File: config.mk
export PLATFORM = sky130hd
export DESIGN_NAME = swp_guard
export DESIGN_NICKNAME = d
export VERILOG_FILES = /design/src/rtl/swp_pkg.sv /design/src/rtl/swp_code_match.sv /design/src/rtl/swp_seq_fsm.sv /design/src/rtl/swp_wr_decide.sv /design/src/rtl/swp_guard.sv
export SDC_FILE = /design/constraint.sdc
export NUM_CORES = 1
export LEC_CHECK = 0
export BUFFER_PORTS_ARGS = -buffer_cell sky130_fd_sc_hd__clkbuf_2
export CAP_MARGIN = 25
export CORE_MARGIN = 8
export CORE_UTILIZATION = 43
export CTS_CLUSTER_SIZE = 16
export DETAILED_ROUTE_END_ITERATION = 8
export GPL_ROUTABILITY_DRIVEN = 1
export PLACE_DENSITY = 0.89
export SLEW_MARGIN = 25
export SYNTH_ARGS = -nofsm -noshare
export SYNTH_HDL_FRONTEND = slang
export SYNTH_HIERARCHICAL = 1
export SYNTH_SLANG_ARGS = --single-unit
File: constraint.sdc
create_clock -name clk -period 1.7 [get_ports clk]
set_clock_uncertainty 0.15 [all_clocks]
set_input_delay 0 -clock clk [delete_from_list [all_inputs] [get_ports clk]]
set_output_delay 0 -clock clk [all_outputs]
set_load 0.01 [all_outputs]
File: src/rtl/swp_pkg.sv
package swp_pkg;

    localparam int CODE_N = 5;

    // index of each command code in the hit vector
    localparam int CI_AA = 0;
    localparam int CI_55 = 1;
    localparam int CI_A0 = 2;
    localparam int CI_80 = 3;
    localparam int CI_20 = 4;

    typedef enum logic [2:0] {
        ST_IDLE,
        ST_K1,
        ST_K2,
        ST_ARMED,
        ST_X3,
        ST_X4,
        ST_X5
    } seq_st_e;

    typedef enum logic [1:0] {
        CL_PLAIN,
        CL_STEP,
        CL_ARMED_WR,
        CL_UNLOCK
    } cmd_cls_e;

    function automatic logic [15:0] code_addr(input int idx);
        return (idx == CI_55) ? 16'h2AAA : 16'h5555;
    endfunction

    function automatic logic [7:0] code_data(input int idx);
        logic [7:0] v;
        case (idx)
            CI_AA:   v = 8'hAA;
            CI_55:   v = 8'h55;
            CI_A0:   v = 8'hA0;
            CI_80:   v = 8'h80;
            default: v = 8'h20;
        endcase
        return v;
    endfunction

endpackage

File: src/rtl/swp_code_match.sv
module swp_code_match
    import swp_pkg::*;
#(
    parameter int ADDR_W = 15,
    parameter int DATA_W = 8
) (
    input  logic [ADDR_W-1:0] addr,
    input  logic [DATA_W-1:0] data,
    output logic [CODE_N-1:0] hit
);

    for (genvar gi = 0; gi < CODE_N; gi++) begin : g_code
        localparam logic [ADDR_W-1:0] KEY_ADDR = ADDR_W'(code_addr(gi));
        localparam logic [DATA_W-1:0] KEY_DATA = DATA_W'(code_data(gi));
        assign hit[gi] = (addr == KEY_ADDR) && (data == KEY_DATA);
    end

endmodule

File: src/rtl/swp_seq_fsm.sv
module swp_seq_fsm
    import swp_pkg::*;
(
    input  logic              clk,
    input  logic              rst_n,
    input  logic              cmd_valid,
    input  logic [CODE_N-1:0] hit,
    output cmd_cls_e          cls
);

    typedef struct packed {
        seq_st_e st;
    } seq_regs_t;

    seq_regs_t seq_d, seq_q;

    always_comb begin
        seq_d = seq_q;
        cls   = CL_PLAIN;
        if (cmd_valid) begin
            unique case (seq_q.st)
                ST_IDLE: begin
                    if (hit[CI_AA]) begin
                        seq_d.st = ST_K1;
                        cls      = CL_STEP;
                    end
                end
                ST_K1: begin
                    if (hit[CI_55]) begin
                        seq_d.st = ST_K2;
                        cls      = CL_STEP;
                    end else begin
                        seq_d.st = ST_IDLE;
                    end
                end
                ST_K2: begin
                    if (hit[CI_A0]) begin
                        seq_d.st = ST_ARMED;
                        cls      = CL_STEP;
                    end else if (hit[CI_80]) begin
                        seq_d.st = ST_X3;
                        cls      = CL_STEP;
                    end else begin
                        seq_d.st = ST_IDLE;
                    end
                end
                ST_ARMED: begin
                    seq_d.st = ST_IDLE;
                    cls      = CL_ARMED_WR;
                end
                ST_X3: begin
                    if (hit[CI_AA]) begin
                        seq_d.st = ST_X4;
                        cls      = CL_STEP;
                    end else begin
                        seq_d.st = ST_IDLE;
                    end
                end
                ST_X4: begin
                    if (hit[CI_55]) begin
                        seq_d.st = ST_X5;
                        cls      = CL_STEP;
                    end else begin
                        seq_d.st = ST_IDLE;
                    end
                end
                ST_X5: begin
                    seq_d.st = ST_IDLE;
                    if (hit[CI_20]) begin
                        cls = CL_UNLOCK;
                    end
                end
                default: begin
                    seq_d.st = ST_IDLE;
                end
            endcase
        end
    end

    always_ff @(posedge clk or negedge rst_n) begin
        if (!rst_n) begin
            seq_q <= '{st: ST_IDLE};
        end else begin
            seq_q <= seq_d;
        end
    end

endmodule

File: src/rtl/swp_wr_decide.sv
module swp_wr_decide
    import swp_pkg::*;
(
    input  logic     clk,
    input  logic     rst_n,
    input  logic     cmd_valid,
    input  cmd_cls_e cls,
    output logic     prot_on,
    output logic     dec_valid,
    output logic     dec_allow,
    output logic     dec_block
);

    typedef struct packed {
        logic prot;
        logic vld;
        logic allow;
        logic block;
    } dec_regs_t;

    dec_regs_t dec_d, dec_q;

    always_comb begin
        dec_d       = dec_q;
        dec_d.vld   = cmd_valid;
        dec_d.allow = 1'b0;
        dec_d.block = 1'b0;
        if (cmd_valid) begin
            unique case (cls)
                CL_PLAIN: begin
                    dec_d.allow = !dec_q.prot;
                    dec_d.block = dec_q.prot;
                end
                CL_ARMED_WR: begin
                    dec_d.allow = 1'b1;
                    dec_d.prot  = 1'b1;
                end
                CL_UNLOCK: begin
                    dec_d.block = 1'b1;
                    dec_d.prot  = 1'b0;
                end
                default: begin
                    dec_d.block = 1'b1;
                end
            endcase
        end
    end

    always_ff @(posedge clk or negedge rst_n) begin
        if (!rst_n) begin
            dec_q <= '0;
        end else begin
            dec_q <= dec_d;
        end
    end

    assign prot_on   = dec_q.prot;
    assign dec_valid = dec_q.vld;
    assign dec_allow = dec_q.allow;
    assign dec_block = dec_q.block;

endmodule

File: src/rtl/swp_guard.sv
module swp_guard
    import swp_pkg::*;
#(
    parameter int ADDR_W = 15,
    parameter int DATA_W = 8
) (
    input  logic              clk,
    input  logic              rst_n,
    input  logic              cmd_valid,
    input  logic [ADDR_W-1:0] cmd_addr,
    input  logic [DATA_W-1:0] cmd_data,
    output logic              prot_on,
    output logic              dec_valid,
    output logic              dec_allow,
    output logic              dec_block
);

    logic [CODE_N-1:0] hit;
    cmd_cls_e          cls;

    swp_code_match #(
        .ADDR_W (ADDR_W),
        .DATA_W (DATA_W)
    ) u_match (
        .addr (cmd_addr),
        .data (cmd_data),
        .hit  (hit)
    );

    swp_seq_fsm u_seq (
        .clk       (clk),
        .rst_n     (rst_n),
        .cmd_valid (cmd_valid),
        .hit       (hit),
        .cls       (cls)
    );

    swp_wr_decide u_dec (
        .clk       (clk),
        .rst_n     (rst_n),
        .cmd_valid (cmd_valid),
        .cls       (cls),
        .prot_on   (prot_on),
        .dec_valid (dec_valid),
        .dec_allow (dec_allow),
        .dec_block (dec_block)
    );

endmodule

==> results of run 1 <==
## report_power, final
group | internal [W] | switching (W)
Clock | 0.0000896 | 0.0000616
Combinational | 0.0000392 | 0.0000325
Sequential | 0.000169 | 0.000000629
Total | 0.000298 | 0.0000948
## area by class of cell
type	instances	share of cell area
Inverter	3	0.0142
Multi-Input combinational cell	51	0.488
Sequential cell	7	0.220
Tap cell	15	0.0236
Clock buffer	4	0.0331
Timing Repair Buffer	32	0.220
## cell usage in the layout (no fill, tap or decap), types with 3 or more instances in the layout
cell / count
nand4_1: 4
nor4bb_1: 3
clkbuf_4: 3
and4bb_1: 4
nor2_1: 9
dlygate4sd3_1: 3
clkbuf_2: 29
dfrtp_1: 7
inv_1: 3
## logic make-up after synthesis
| kind of cell | count (synthesis) |
|---|---|
| AO/OA/AOI/OAI | 8 |
| buffers and inverters | 4 |
| flip-flops | 7 |
| multiplexers | 2 |
| AND/OR/NAND/NOR | 41 |
## stage by stage
| stage | util | area (um2) | cells | hold WS, ns |
|---|---|---|---|---|
| finish | 0.618 | 795 | 112 | 0.0788 |
| global route | 0.618 | 795 | 112 | 0.0726 |
| CTS | 0.618 | 795 | 112 | 0.0713 |
| detailed placement | 0.574 | 738 | 105 | -0.305 |
| global placement | 0.574 | 738 | 105 | -0.312 |
| floorplan | - | 579 | 62 | -0.446 |
## critical path, stage by stage, from the launching register on
cell	delay, ns
dfrtp_1	0.48
mux2i_1	0.22
nor2_1	0.08
o21a_1	0.23
o21a_1	0.19
## state kept, by name (all words and copies together) (netlist names)
signal and count:
u_seq/seq_q 3, u_dec/prot_on 1, u_dec/dec_block 1, u_dec/dec_valid 1, u_dec/dec_allow 1
## worst max-delay path by stage
stage                           end            from  slack [ns]
floorplan             u_dec/prot_on     cmd_data[2]        0.27
detailed placement    u_dec/prot_on     cmd_addr[9]        0.03
global placement    u_dec/dec_block     cmd_data[2]        0.07
global route          u_dec/prot_on  u_seq/seq_q[0]        0.16
finish              u_dec/dec_block  u_seq/seq_q[0]        0.24
CTS                 u_dec/dec_block  u_seq/seq_q[0]        0.25
## layer usage
metal	track usage	share of wire	vias up	routed length [um]
met5	0	0	-	0
met4	0.0603	0.013	0	23
met3	0.0483	0.038	4	65
met2	0.257	0.58	22	1000
met1	0.126	0.36	296	622
li1	-	-	312	-
==> qor.csv, run 1 <==
stage,metric,value,unit
run_status,status,finished clean,
clocking,htree_levels,1,
sta,setup-tns-final,0,ns
floorplan,die_w,52.7,um
clocking,numCtsBuffers,3,
global_routing,antenna_found_initial,0,
synth,synth-compound-area-share,0.106,
clocking,clk_path_buf_depth,2,
worst_setup_path,cp-end-kind,register,
worst_hold_path,hold-path-cell-count,6,
layout,nets,124,
sta,fin_crit,1.46,ns
synth,postSynth.asyncResetShare,1.00,
global_routing,grt_pass1_wl,2840,um
synth,synthTopCellsByCount,"nor2_1, dfrtp_1, and4bb_1, nand4_1",
floorplan,core,1280,um2
synth,synth_top_family_by_area,simple AND/OR/NAND/NOR gates,
global_routing,grt.total_usage,0.136,
detailed_routing,postRouteAntennaNets,0,
sta,final-setup-viol-count,0,
detailed_routing,vias_per_cell,5.66,
layout,area_delta_synth_final,37.1,%
job,maxCapViolCount,0,
placed_design,routabilityCongestion,0.744,
layout,nFillCells,110,
synth,yosysUniqueCellTypes,30,
layout,antennaDiodeCount,0,
worst_setup_path,r2r-start,u_seq/seq_q[0],
synth,syn_nets,88,
worst_setup_path,cp-start-kind,register,
clocking,cts_tree,built,
floorplan,start_util,0.451,
floorplan,die_area,2780,um2
synth,ys_top_cells_by_area,"dfrtp_1, and4bb_1, nor2_1",
detailed_routing,vias,634,
worst_setup_path,arrival,1.45,ns
power,total_power,0.000393,W
synth,netlist_area,579,um2
worst_setup_path,cp_max_fo,8,
sta,finalMaxSlewViolations,0,
power,pwr_density_cell,495,nW/um2
placed_design,port_buffers,29,
sta,setup_slack,0.240,ns
synth,synth_xor_area_frac,0,
clocking,clkTransAtPathRegs,0.05,ns
clocking,clock-sinks,7,
layout,multi_input_area,388,um2
clocking,clock-root-buffer,clkbuf_4,
sta,tightest_slew,0.342,ns
synth,yosysWarnings,6,
global_routing,grt_pass1_vias,647,
floorplan,rows,13,
worst_hold_path,whs_endpoint,u_seq/seq_q[1],
sta,hold_viol,0,
worst_setup_path,r2r_end,u_dec/dec_block,
clocking,insertion_delay,0.25,ns
clocking,post_cts_buffers,0,
global_routing,grt_max_degree,13,
worst_hold_path,holdCritPathClass,primary input to register,
sta,rsz0062_at_grt,no,
clocking,cts_resized,0,
synth,synth_most_common_cell,nor2_1,
floorplan,io_pins,30,
clocking,cts_hold_buf,3,
detailed_routing,drt_wl_total,1710,um
power,power.leakage,0.393,nW
synth,ys.flop_type,dfrtp_1,
global_routing,grt_overflow,0,
power,vdd.ir_drop.worst,0.000426,V
detailed_routing,wire_per_inst,15.3,um
worst_hold_path,hp-start,cmd_addr[1],
synth,yosys.area_share.simple,0.529,
sta,max_freq,0.685,GHz
detailed_routing,first_pass_iters,5,
placed_design,pre_cts_ws,0.0263,ns
worst_setup_path,worstPathRequired,1.69,ns
worst_setup_path,ff2ff_path_depth,4,
synth,syn_area_per_cell,9.34,um2
detailed_routing,route.detailed.drc,0,
synth,ys_ff_latch,7,
synth,synth.mux.area_fraction,0.0346,
synth,synthAdderAreaFrac,0,
floorplan,die_y,52.7,um
synth,ys_seq_area_frac,0.302,
layout,seq_area,175,um2
worst_setup_path,crit_type,register to register,
worst_setup_path,regToRegSetupSlack,0.24,ns
sta,max_slew_margin,0.771,
detailed_routing,drtIter0Drc,14,
sta,period_share,0.859,
synth,synthCells,62,
synth,synth_largest_area_cell,dfrtp_1,
synth,synth_top_area_frac,0.302,
layout,drive_gt1_frac,0.392,
synth,synth_edf_count,0,
placed_design,dp_hpwl,1370,um
(Power assumes the default switching activity.)
==> run 2: changes to the inputs <==
--- a/config.mk
+++ b/config.mk
@@ -7,8 +7,10 @@
 export LEC_CHECK = 0
 export BUFFER_PORTS_ARGS = -buffer_cell sky130_fd_sc_hd__clkbuf_2
 export CAP_MARGIN = 25
+export CELL_PAD_IN_SITES_DETAIL_PLACEMENT = 2
+export CELL_PAD_IN_SITES_GLOBAL_PLACEMENT = 2
 export CORE_MARGIN = 8
-export CORE_UTILIZATION = 43
+export CORE_UTILIZATION = 24
 export CTS_CLUSTER_SIZE = 16
 export DETAILED_ROUTE_END_ITERATION = 8
 export GPL_ROUTABILITY_DRIVEN = 1
==> constraint.sdc (replaced) <==
create_clock -name clk -period 1.7 [get_ports clk]
set_clock_uncertainty 0.15 [all_clocks]
set_input_delay 0.085 -clock clk [delete_from_list [all_inputs] [get_ports clk]]
set_output_delay 0.085 -clock clk [all_outputs]
set_load 0.01 [all_outputs]
==> run 2 against run 1 <==
  * First-iteration DRC count down 57%
  * Fmax shrank 7.3%
  * Flip-flop and latch count did not move
==> qor.csv, run 2 (synthesized netlist as in run 1, its figures left out) <==
stage,metric,value,unit
global_routing,use_met1,0.119,
global_routing,grt_pass1_wl,3640,um
floorplan,start_util,0.243,
global_routing,gr-usage-met2,0.198,
detailed_routing,vias_per_cell,5.07,
sta,rsz0062_at_grt,no,
layout,largest_reg_flops,3,
worst_setup_path,startpoint,u_seq/seq_q[0],
clocking,cts_tree,built,
worst_setup_path,cp_max_fo,8,
worst_setup_path,cp_num_cells,5,
sta,max_slew_margin,0.805,
detailed_routing,first_pass_iters,4,
sta,fin_crit,1.58,ns
layout,nets,124,
global_routing,met3_usage,0.0221,
worst_setup_path,arrival,1.57,ns
global_routing,grt.total_usage,0.108,
worst_setup_path,cp-end-kind,register,
placed_design,routabilityCongestion,0.718,
placed_design,port_buffers,29,
worst_hold_path,holdCritPathClass,primary input to asynchronous set/reset pin,
worst_setup_path,max_stage_delay,0.50,ns
detailed_routing,postRouteAntennaNets,0,
floorplan,rows,18,
sta,hold_viol,0,
worst_setup_path,cp.buffers_inverters,1,
detailed_routing,drt_wl_total,2120,um
clocking,numCtsBuffers,3,
worst_setup_path,crit_end,u_dec/dec_block,
layout,layout_common_cells,"clkbuf_2, nor2_1, dfrtp_1, and4bb_1, nand4_1",
clocking,post_cts_buffers,0,
job,maxCapViolCount,0,
placed_design,dp_hpwl,1780,um
layout,antennaDiodeCount,0,
sta,tightest_slew,0.288,ns
floorplan,io_pins,30,
placed_design,pre_cts_ws,-0.0938,ns
layout,regMostFlops,u_seq/seq_q,
floorplan,die_y,65.1,um
global_routing,grt_max_degree,13,
floorplan,core,2390,um2
worst_setup_path,r2r_end,u_dec/dec_block,
placed_design,dpl_cell_area,764,um2
floorplan,die_w,65.1,um
layout,fin_area,811,um2
power,vdd.ir_drop.worst,0.000250,V
clocking,clock-sinks,7,
sta,max_freq,0.634,GHz
sta,period_share,0.927,
global_routing,top_usage_layer,met2,
worst_setup_path,cp_top_family,flip-flops,
sta,setup_slack,0.124,ns
detailed_routing,drtIter0Drc,6,
global_routing,antenna_found_initial,0,
sta,final-setup-viol-count,0,
clocking,clkTransAtPathRegs,0.05,ns
floorplan,die_area,4240,um2
detailed_routing,wire_per_inst,16.7,um
worst_setup_path,r2r-start,u_seq/seq_q[0],
worst_setup_path,cp-start-kind,register,
clocking,htree_levels,1,
worst_setup_path,ff2ff_path_depth,5,
clocking,insertion_delay,0.25,ns
clocking,clk_path_buf_depth,2,
worst_setup_path,worstPathRequired,1.69,ns
power,power.leakage,0.395,nW
worst_setup_path,crit_type,register to register,
global_routing,grt_pass1_vias,741,
global_routing,grt_overflow,0,
worst_setup_path,crit_slowest_cell,dfrtp_1,
layout,final_common_cell,clkbuf_2,
worst_setup_path,regToRegSetupSlack,0.12,ns
run_status,status,finished clean,
layout,seq_area,175,um2
layout,nFillCells,290,
layout,drive_gt1_frac,0.402,
detailed_routing,route.detailed.drc,0,
layout,multi_input_area,388,um2
detailed_routing,vias,644,
layout,area_delta_synth_final,40.0,%
power,pwr_density_cell,484,nW/um2
sta,finalMaxSlewViolations,0,
worst_setup_path,crit_chain,"inv_1, o21ai_0, and3_1, nor2b_2, o21a_1",
clocking,clock-root-buffer,clkbuf_4,
## run 2: cell count changes in the layout (fill, tap and decap cells not counted), sizes merged
cell / previous run / this run
buf: 0 / 1
dlygate4sd3: 3 / 2
## run 2: how the worst min path moves through the flow
stage | endpoint
floorplan | u_dec/dec_allow
global placement | u_dec/dec_allow
detailed placement | u_dec/prot_on
CTS | u_seq/seq_q[1]
global route | u_dec/dec_block
finish | u_dec/dec_block
## run 2: metrics by stage
stage	total power, W	cells	utilization	hold WS (ns)	setup TNS [ns]
after floorplan	0.000191	62	-	-0.361	0
after CTS	0.000399	127	0.340	0.0628	0
after global routing	0.000414	127	0.340	0.0843	0
after global placement	0.000237	121	0.320	-0.225	0
final	0.000392	127	0.340	0.0659	0
after detailed placement	0.000240	121	0.320	-0.220	-0.349
## run 2: layout make-up
class / count / area share
Tap cell: 30 / 0.0463
Clock buffer: 4 / 0.0324
Sequential cell: 7 / 0.216
Inverter: 3 / 0.0139
Multi-Input combinational cell: 51 / 0.478
Timing Repair Buffer: 32 / 0.213
## run 2: timing repair
action,in CTS,in global routing
hold buffers,2,0
resized for setup,0,0
setup endpoints to repair,0,2
hold endpoints to repair,8,0
## run 2: report_power, final
part | switching (W) | internal (W) | total, W
Sequential | 0.000000711 | 0.000169 | 0.000170
Clock | 0.0000627 | 0.0000897 | 0.000152
Combinational | 0.0000326 | 0.0000377 | 0.0000703
Total | 0.0000960 | 0.000297 | 0.000392
## run 2: routing by layer
metal / routed length (um) / share of wire
met1: 850 / 0.40
met2: 1240 / 0.58
met3: 28 / 0.013
met4: 0 / 0
met5: 0 / 0
## run 2: worst register-to-register path, delay by kind of cell (launching register included)
kind / cells / cell delay [ns]
compound gates: 2 / 0.37
buf+inv: 1 / 0.14
flops: 1 / 0.50
simple gates: 2 / 0.31
